## src/rtl/starring_route.sv

```systemverilog
module starring_route #(
  parameter int NCORE = 16,
  parameter int IW    = (NCORE > 2) ? $clog2(NCORE) : 1
) (
  input  logic          clk,
  input  logic          rst_n,
  input  logic [IW-1:0] local_id,
  input  logic          in_valid,
  input  logic          in_head,
  input  logic          in_inject,
  input  logic [IW-1:0] in_dest,
  input  logic          in_vc_class,
  output logic          out_valid,
  output logic [1:0]    out_port,
  output logic          out_vc_class
);

  localparam logic [1:0]  P_LOCAL = 2'd0;
  localparam logic [1:0]  P_CW    = 2'd1;
  localparam logic [1:0]  P_CCW   = 2'd2;
  localparam logic [1:0]  P_HUB   = 2'd3;
  localparam logic [IW:0] NC      = (IW+1)'(NCORE);
  localparam logic [IW:0] REACH   = (IW+1)'(2);
  localparam logic [IW-1:0] HALF  = IW'(NCORE / 2);

  logic [IW:0] cw_d, ccw_d;
  logic [1:0]  head_port;
  logic        head_vc;

  assign cw_d  = (in_dest >= local_id) ? ({1'b0, in_dest} - {1'b0, local_id})
                                       : ({1'b0, in_dest} + NC - {1'b0, local_id});
  assign ccw_d = (cw_d == '0) ? '0 : (NC - cw_d);

  always_comb begin
    if (cw_d == '0)          head_port = P_LOCAL;
    else if (cw_d <= REACH)  head_port = P_CW;
    else if (ccw_d <= REACH) head_port = P_CCW;
    else                     head_port = P_HUB;
  end

  assign head_vc = in_inject ? (local_id >= HALF) : in_vc_class;

  always_ff @(posedge clk) begin
    if (!rst_n) begin
      out_valid    <= 1'b0;
      out_port     <= P_LOCAL;
      out_vc_class <= 1'b0;
    end else begin
      out_valid <= in_valid;
      if (in_valid && in_head) begin
        out_port     <= head_port;
        out_vc_class <= head_vc;
      end
    end
  end


  valid_lag_chk: assert property (@(posedge clk) disable iff (!rst_n)
    in_valid |=> out_valid);


  idle_hold_chk: assert property (@(posedge clk) disable iff (!rst_n)
    !in_valid |=> (!out_valid && $stable(out_port) && $stable(out_vc_class)));


  worm_follow_chk: assert property (@(posedge clk) disable iff (!rst_n)
    (in_valid && !in_head) |=> ($stable(out_port) && $stable(out_vc_class)));


  self_eject_chk: assert property (@(posedge clk) disable iff (!rst_n)
    (in_valid && in_head && in_dest == local_id) |=> (out_port == P_LOCAL));


  low_half_class_chk: assert property (@(posedge clk) disable iff (!rst_n)
    (in_valid && in_head && in_inject && local_id < HALF) |=> (out_vc_class == 1'b0));


  carried_class_chk: assert property (@(posedge clk) disable iff (!rst_n)
    (in_valid && in_head && !in_inject) |=> (out_vc_class == $past(in_vc_class)));

endmodule

```

## config.mk

```make
export PLATFORM = sky130hd
export DESIGN_NAME = starring_route
export DESIGN_NICKNAME = d
export VERILOG_FILES = /design/src/rtl/starring_route.sv
export SDC_FILE = /design/constraint.sdc
export NUM_CORES = 1
export LEC_CHECK = 0
export ABC_AREA = 1
export BUFFER_PORTS_ARGS = -buffer_cell sky130_fd_sc_hd__buf_2
export CORE_AREA = 2 2 39 41
export CTS_BUF_LIST = sky130_fd_sc_hd__clkbuf_2
export DETAILED_ROUTE_END_ITERATION = 10
export DIE_AREA = 0 0 41 43
export PLACE_DENSITY = 0.66
export SETUP_SLACK_MARGIN = 0.2
export SYNTH_ARGS = -nofsm -noshare
export SYNTH_HDL_FRONTEND = slang
export SYNTH_SLANG_ARGS = --single-unit
```

## constraint.sdc

```tcl
create_clock -name clk -period 1.77 [get_ports clk]
set_input_delay 0.354 -clock clk [delete_from_list [all_inputs] [get_ports clk]]
set_output_delay 0.354 -clock clk [all_outputs]
set_load 0.01 [all_outputs]
```

---- Word-level counts from Yosys, hierarchy flattened ----
Index checks and enable logic that the tools add are counted.
operators by class
  mux-type cells .......................... 6
  reductions and logical operators ........ 2
  $add $sub $neg .......................... 4
  order comparisons ....................... 4
operators by type and width
  cell                   count
  $le A5 B2 Y1 const B   2
  $mux W5                2
  $add A4 B5 Y5 const B  1
  $logic_not A5 Y1       1
  $sub A4 B4 Y5          1
  $sub A5 B4 Y5          1
  $sub A5 B5 Y5 const A  1
  $ge A4 B4 Y1           1
  $ge A4 B4 Y1 const B   1
  $mux W2                2
  $mux W1                2
  $logic_and A1 B1 Y1    1
word-level totals
  word-level logic and storage cells ...... 19
  register bits after elaboration ......... 4
  output and inout port bits .............. 4
  input bits .............................. 14

---- Depth between registers and ports, before layout ----
Gate-level depths: netlist of the first run.
  depth in word-level cells ............... 9
  mapped depth ............................ 13
  mapped depth without buffers ............ 13

---- Worst setup path after synthesis of the first run ----
OpenSTA, ideal clock, no wires.
  kind .................................... input port to flip-flop
  start ................................... input in_dest[0]
  end ..................................... register out_port[0]
  buffers on the path ..................... 0
  slack ................................... -146 ps
  required time ........................... 1656 ps
  arrival time ............................ 1803 ps
  setup time .............................. 114 ps
  cell stages on the path ................. 13
  path through ............................ inv_1 -> ha_1 -> inv_1 -> fa_1 -> inv_1 -> ha_1 -> inv_1 -> nor2_2 -> nor2_1 -> nor2_1 -> nand4_1 -> nand2_1 -> a21oi_2
between the ends
  longest elaborated chain between the ends .. 9
  elaborated cells between the ends (all ways) .. 13
  those cells by class .................... add/sub (4); order compare (3); mux (5); reduce/logical (1)
ends and longest elaborated chain
  item                                               line    source
  start, declared                                    11      input logic [IW-1:0] in_dest,
  $add A4 B5 Y5                                      31      : ({1'b0, in_dest} + NC - {1'b0, local_id});
  $sub A5 B4 Y5                                      31
  $mux W5 *                                          30      assign cw_d = (in_dest >= local_id) ? ({1'b0, in_dest} - {1'b0, local_id})
  $sub A5 B5 Y5 or $logic_not A5 Y1 (tied branches)  32, 35
  $mux W5                                            32      assign ccw_d = (cw_d == '0) ? '0 : (NC - cw_d);
  $le A5 B2 Y1                                       37      else if (ccw_d <= REACH) head_port = P_CCW;
  $mux W1                                            37
  $mux W2                                            36      else if (cw_d <= REACH) head_port = P_CW;
  $mux W2 *                                          35      if (cw_d == '0) head_port = P_LOCAL;
  end signal, assigned                               51      out_port <= head_port;
  end, declared                                      14      output logic [1:0] out_port,
Every way passes the cells marked *; elsewhere a longest branch is shown, timed or not.
A chain may end at the register's enable or synchronous reset.

---- Final worst setup path of the first run ----
Ends and elaborated chain as after synthesis.

==> out/qor.yml, run 1 <==
worst_hold_path:
  min_path_cells: 3
  min_to: "out_valid"
  hold_path.class: "primary input to flip-flop"
  min_from: "in_valid"
floorplanning:
  chipHeight_um: 43
  dieArea_mm2: 0.00176
  rows: 14
  die_w_um: 41
  pin_count: 18
  core_mm2: 0.00138
  initial_core_util_pct: 36.1
timing:
  rsz0062_at_grt: "yes"
  skew_ns: 0
  fin_ws_ns: -0.0517
  hold_viol: 0
  worst_pin_slew_ns: 0.261
  maxSlewHeadroom_pct: 82.6
  finalCritPeriodShare_pct: 103
  fin_crit_ns: 1.82
  whs_ns: 0.330
  finalSetupViolCount: 1
  drv_slew: 0
  finalSetupTns_ns: -0.0517
  fmax_mhz: 549
cts:
  clockBufferDepth: 2
  hold_buffers: 0
  cts_tree: "done"
  numCtsBuffers: 3
  clkSinkCount: 4
  worstSkewPairLatency_ns: 0.21
  clock-root-buffer: "clkbuf_2"
  clk_pin_slew_worst_paths_ns: 0.05
  h-tree-depth: 1
logic_synthesis:
  syn_inst: 83
  avgSynthCellArea_um2: 6.01
  synth-seq-area-share_pct: 16.0
  synth_area_um2: 499
  synth_cell_types: 16
  ys_ff_latch: 4
  ys_warn_count: 0
  synthesis.nets: 104
setup_path:
  path_common_cell: "nor2_1"
  crit_type: "primary input to flip-flop"
  cp_max_fo: 4
  cp_top_family: "adder cells"
  r2r_start: "out_vc_class"
  worst_setup_path_start_kind: "primary input"
  reg2reg_to: "out_vc_class"
  cp_cell_sequence: "buf_8 > inv_12 > ha_4 > inv_2 > fa_1 > inv_2 > ha_4 > nor2_1 > nor2_1 > nor2_1 > nand4_1 > nand2_1 > a21oi_2"
  slowest_delay_ns: 0.55
  crit_slowest_cell: "fa_1"
  worstPathRequired_ns: 1.87
  r2r_slack_ns: 1.12
  path_buf_inv: 4
  critPathArrivalTime_ns: 1.92
  worstSetupEndpointType: "flip-flop"
  r2r_cells: 2
route:
  vias_per_cell: 4.58
  ant_nets: 0
  drt-initial-drc-count: 16
  first_pass_iters: 4
  wl_per_cell_um: 9.01
  totalWireLength_um: 1120
  vias: 568
  route.detailed.drc: 0
power:
  ir_drop_uv: 222
  power.density_mw_per_mm2: 555
  leakage_uw: 0.000425
global_routing:
  first_global_vias: 474
  antenna_found_initial: 0
  grt_max_degree: 7
  grt-ovfl-total: 0
  grt_use_total_pct: 14.4
  grt_pass1_wl_um: 1770
cells_and_area:
  final_layout_size_suffix_gt1_share_pct: 38.9
  diodes: 0
  fin_nets: 131
  syn2layout_area_growth_pct: 43.4
status:
  status: "finished with violations"
  failed_checks: "negative setup slack"
job:
  max_cap_viol_count: 0
placement:
  dp_hpwl_um: 907
  routabilityCongestion: 0.773
  io_buffers: 17
cells by family (layout without fill, tap and decap cells):
family	Yosys count	after routing	share of synthesized area, %
simple gates	46	46	40.4
buf+inv	20	45	15.0
compound gates	6	6	9.52
fa+ha+maj	7	7	19.0
flops	4	4	16.0
through the flow:
stage	util (%)	total power [uW]	worst slack, ns	std cells	area (um2)
after floorplan	-	244	-0.0350	83	537
after global placement	48.0	290	-0.293	119	664
after detailed placement	48.0	298	-0.335	119	664
after CTS	50.4	390	-0.0248	123	697
after global routing	51.7	439	-0.151	124	716
final	51.7	397	-0.0517	124	716
cell usage in the layout, fill, tap and decap left out:
cell	instances
a21oi_1	1
a21oi_2	2
a21oi_4	1
buf_2	16
buf_4	5
buf_8	1
clkbuf_2	3
dfxtp_1	4
fa_1	1
ha_1	4
ha_4	2
inv_1	15
inv_12	1
inv_2	4
nand2_1	24
nand2_2	5
nand3_1	6
nand3_2	1
nand4_1	1
nor2_1	8
nor2_4	1
o211ai_1	1
o21ai_0	1
how the worst max path moves through the flow:
stage | to | startpoint | depth (start not counted)
after floorplan | out_port[0] | in_dest[0] | 13
after global placement | out_port[0] | in_dest[0] | 14
after detailed placement | out_port[0] | in_dest[0] | 14
after CTS | out_port[0] | in_dest[0] | 14
after global routing | out_port[0] | in_dest[0] | 13
final | out_port[0] | in_dest[0] | 13
power breakdown:
group / leakage (uW) / switching [uW] / internal [uW]
clock network: 0.0000125 / 39.6 / 45.6
registers: 0.0000331 / 2.66 / 97.3
logic: 0.000380 / 119 / 93.1
total: 0.000425 / 161 / 236
metal layers:
metal / part of all wire (%) / GRT usage (%)
met1: 46 / 18.1
met2: 47 / 22.5
met4: 0 / 2.00
met3: 6.9 / 6.28
met5: 0 / 0
synth_stat cells:
cell type / number / share of area (%)
a21oi_1: 2 / 2.0
a21oi_2: 1 / 1.8
a21oi_4: 1 / 3.3
dfxtp_1: 4 / 16
fa_1: 1 / 4.0
ha_1: 6 / 15
inv_1: 20 / 15
nand2_1: 25 / 19
nand2_2: 4 / 5.0
nand3_1: 6 / 6.0
nand3_2: 1 / 2.0
nand4_1: 1 / 1.3
nor2_1: 8 / 6.0
nor2_2: 1 / 1.3
o211ai_1: 1 / 1.5
o21ai_0: 1 / 1.0
worst register-to-register path, delay by kind of cell, from the launching register on:
| kind | cells | cell delay [ns] |
|---|---|---|
| DFF | 1 | 0.31 |
| buffers and inverters | 1 | 0.06 |
| AOI/OAI and AO/OA | 1 | 0.17 |
timing repair:
item,4_1_cts,5_1_grt
endpoints found under the setup margin,2,2
gates cloned,0,0
pin swaps,9,7
gates resized for setup,3,4
setup buffers,1,1
state kept, by name, indices dropped and copies added (netlist names):
name and flops:
out_port 2, out_vc_class 1, out_valid 1
layout make-up:
cell class,instances,area [um2]
Fill cell,140,668
Multi-Input combinational cell,59,380
Timing Repair Buffer,22,133
Inverter,20,87.6
Sequential cell,4,80.1
Tap cell,16,20.0
Clock buffer,3,15.0
Note: power is estimated with default switching activity, not from simulation.
==> run 2, diff against run 1 <==
TNS_END_PERCENT = 10   (was default)
==> out/qor.yml, run 2 (synthesis gave the netlist of run 1 again) <==
status:
  status: "complete, no violations"
cells_and_area:
  diodes: 0
  final_cell_mix: "nand2_1, inv_1, buf_2, nor2_1, nand3_1"
  largest-register: "out_port"
  final_core_util_pct: 50.7
  syn2layout_area_growth_pct: 40.6
  final_layout_size_suffix_gt1_share_pct: 35.5
  n_fill_cell: 141
  largestRegisters: "out_port x2, out_valid x1, out_vc_class x1"
  fin_cells: 123
  largest_reg_flops: 2
  fin_nets: 130
  final_common_cell: "nand2_1"
setup_path:
  critPathArrivalTime_ns: 1.86
  worst_setup_path_start_kind: "primary input"
  path_common_cell: "inv_2"
  cp_max_fo: 3
  slowest_delay_ns: 0.48
  crit_type: "primary input to flip-flop"
  cp_top_family: "adder cells"
  crit_slowest_cell: "fa_1"
  worstSetupEndpointType: "flip-flop"
  worstPathRequired_ns: 1.86
  cp_cell_sequence: "buf_8 > inv_12 > ha_4 > inv_2 > fa_1 > inv_2 > ha_4 > inv_2 > nor2_4 > nor2_1 > nor2_1 > nand4_1 > nand2_1 > a21oi_2"
  path_buf_inv: 5
cts:
  clk_pin_slew_worst_paths_ns: 0.04
  h-tree-depth: 1
  cts_tree: "done"
  clkSinkCount: 4
  worstSkewPairLatency_ns: 0.20
  clockBufferDepth: 2
  numCtsBuffers: 3
  clock-root-buffer: "clkbuf_2"
power:
  leakage_uw: 0.000422
  seqPwrFrac_pct: 25.9
  total_power_uw: 386
  pwr-share-comb_pct: 53.7
  power.density_mw_per_mm2: 550
  ir_drop_uv: 290
  p_int_uw: 234
  switching_share_pct: 39.3
  switchingPower_uw: 152
  pwr-share-clk_pct: 20.4
route:
  vias: 548
  vias_per_cell: 4.46
  ant_nets: 0
  totalWireLength_um: 999
  first_pass_iters: 4
  route.detailed.drc: 0
  drt-initial-drc-count: 16
  wl_per_cell_um: 8.12
job:
  max_cap_viol_count: 0
timing:
  fmax_mhz: 565
  finalSetupTns_ns: 0
  fin_crit_ns: 1.77
  maxSlewHeadroom_pct: 84.1
  rsz0062_at_grt: "yes"
  finalCritPeriodShare_pct: 100
  drv_slew: 0
  worst_pin_slew_ns: 0.238
  finalSetupViolCount: 0
  whs_ns: 0.346
  hold_viol: 0
  skew_ns: 0
global_routing:
  grt-ovfl-total: 0
  grt_pass1_wl_um: 1690
  grt_use_total_pct: 13.5
  grt_max_degree: 7
  first_global_vias: 463
  antenna_found_initial: 0
floorplanning:
  dieArea_mm2: 0.00176
  core_mm2: 0.00138
  pin_count: 18
  die_w_um: 41
  rows: 14
  chipHeight_um: 43
  initial_core_util_pct: 36.1
placement:
  place_inst: 119
  routabilityCongestion: 0.765
  io_buffers: 17
  dp_hpwl_um: 842
worst_hold_path:
  hold_path.class: "primary input to flip-flop"
[run 2: worst reg2reg max path: cells and delay by family (launching register included)]
kind | cells | cell delay (ns)
flip-flops | 1 | 0.30
AO/OA/AOI/OAI | 1 | 0.16
buffers and inverters | 1 | 0.05
[run 2: layout make-up]
| class | count | area [um2] | area share [%] |
|---|---|---|---|
| Tap cell | 16 | 20.0 | 2.85 |
| Inverter | 20 | 87.6 | 12.5 |
| Sequential cell | 4 | 80.1 | 11.4 |
| Clock buffer | 3 | 15.0 | 2.14 |
| Multi-Input combinational cell | 59 | 374 | 53.3 |
| Timing Repair Buffer | 21 | 125 | 17.8 |
[run 2: metrics by stage]
step / instance area [um2] / setup WS [ns]
after floorplan: 537 / -0.0355
after global placement: 664 / -0.251
after detailed placement: 664 / -0.310
after CTS: 697 / 0.0169
after global routing: 702 / -0.119
final: 702 / 0.000776
[run 2: what timing repair did]
| item | in CTS | in global routing |
|---|---|---|
| setup endpoints to repair | 2 | 2 |
| hold buffers | 0 | 0 |
| pin swaps | 8 | 0 |
| hold endpoints to repair | 0 | 0 |
| setup buffers | 1 | 0 |
| resized for setup | 3 | 1 |
[run 2: worst paths after layout]
kind / startpoint / slack, ns / depth (start not counted) / endpoint
setup / recovery: in_dest[0] / 0.0008 / 14 / out_port[0]
hold / removal: in_valid / 0.35 / 3 / out_valid
setup reg to reg: out_vc_class / 1.14 / 2 / out_vc_class
hold reg to reg: out_port[1] / 0.47 / 2 / out_port[1]
[run 2: power by group through the flow]
stage | sequential (uW) | combinational (uW) | clock, uW
after CTS | 99.9 | 203 | 84.1
after global placement | 101 | 190 | 0
after detailed placement | 101 | 194 | 0
final | 99.9 | 207 | 78.8
after global routing | 101 | 236 | 89.7
after floorplan | 105 | 139 | 0
[run 2: per-layer routing]
metal  part of all wire [%]  track usage, %  vias to the layer above
li1                       -               -                      299
met1                     47            16.7                      230
met2                     46            21.6                       19
met3                    6.2            4.71                        0
met4                      0            3.33                        0
met5                      0               0                        -
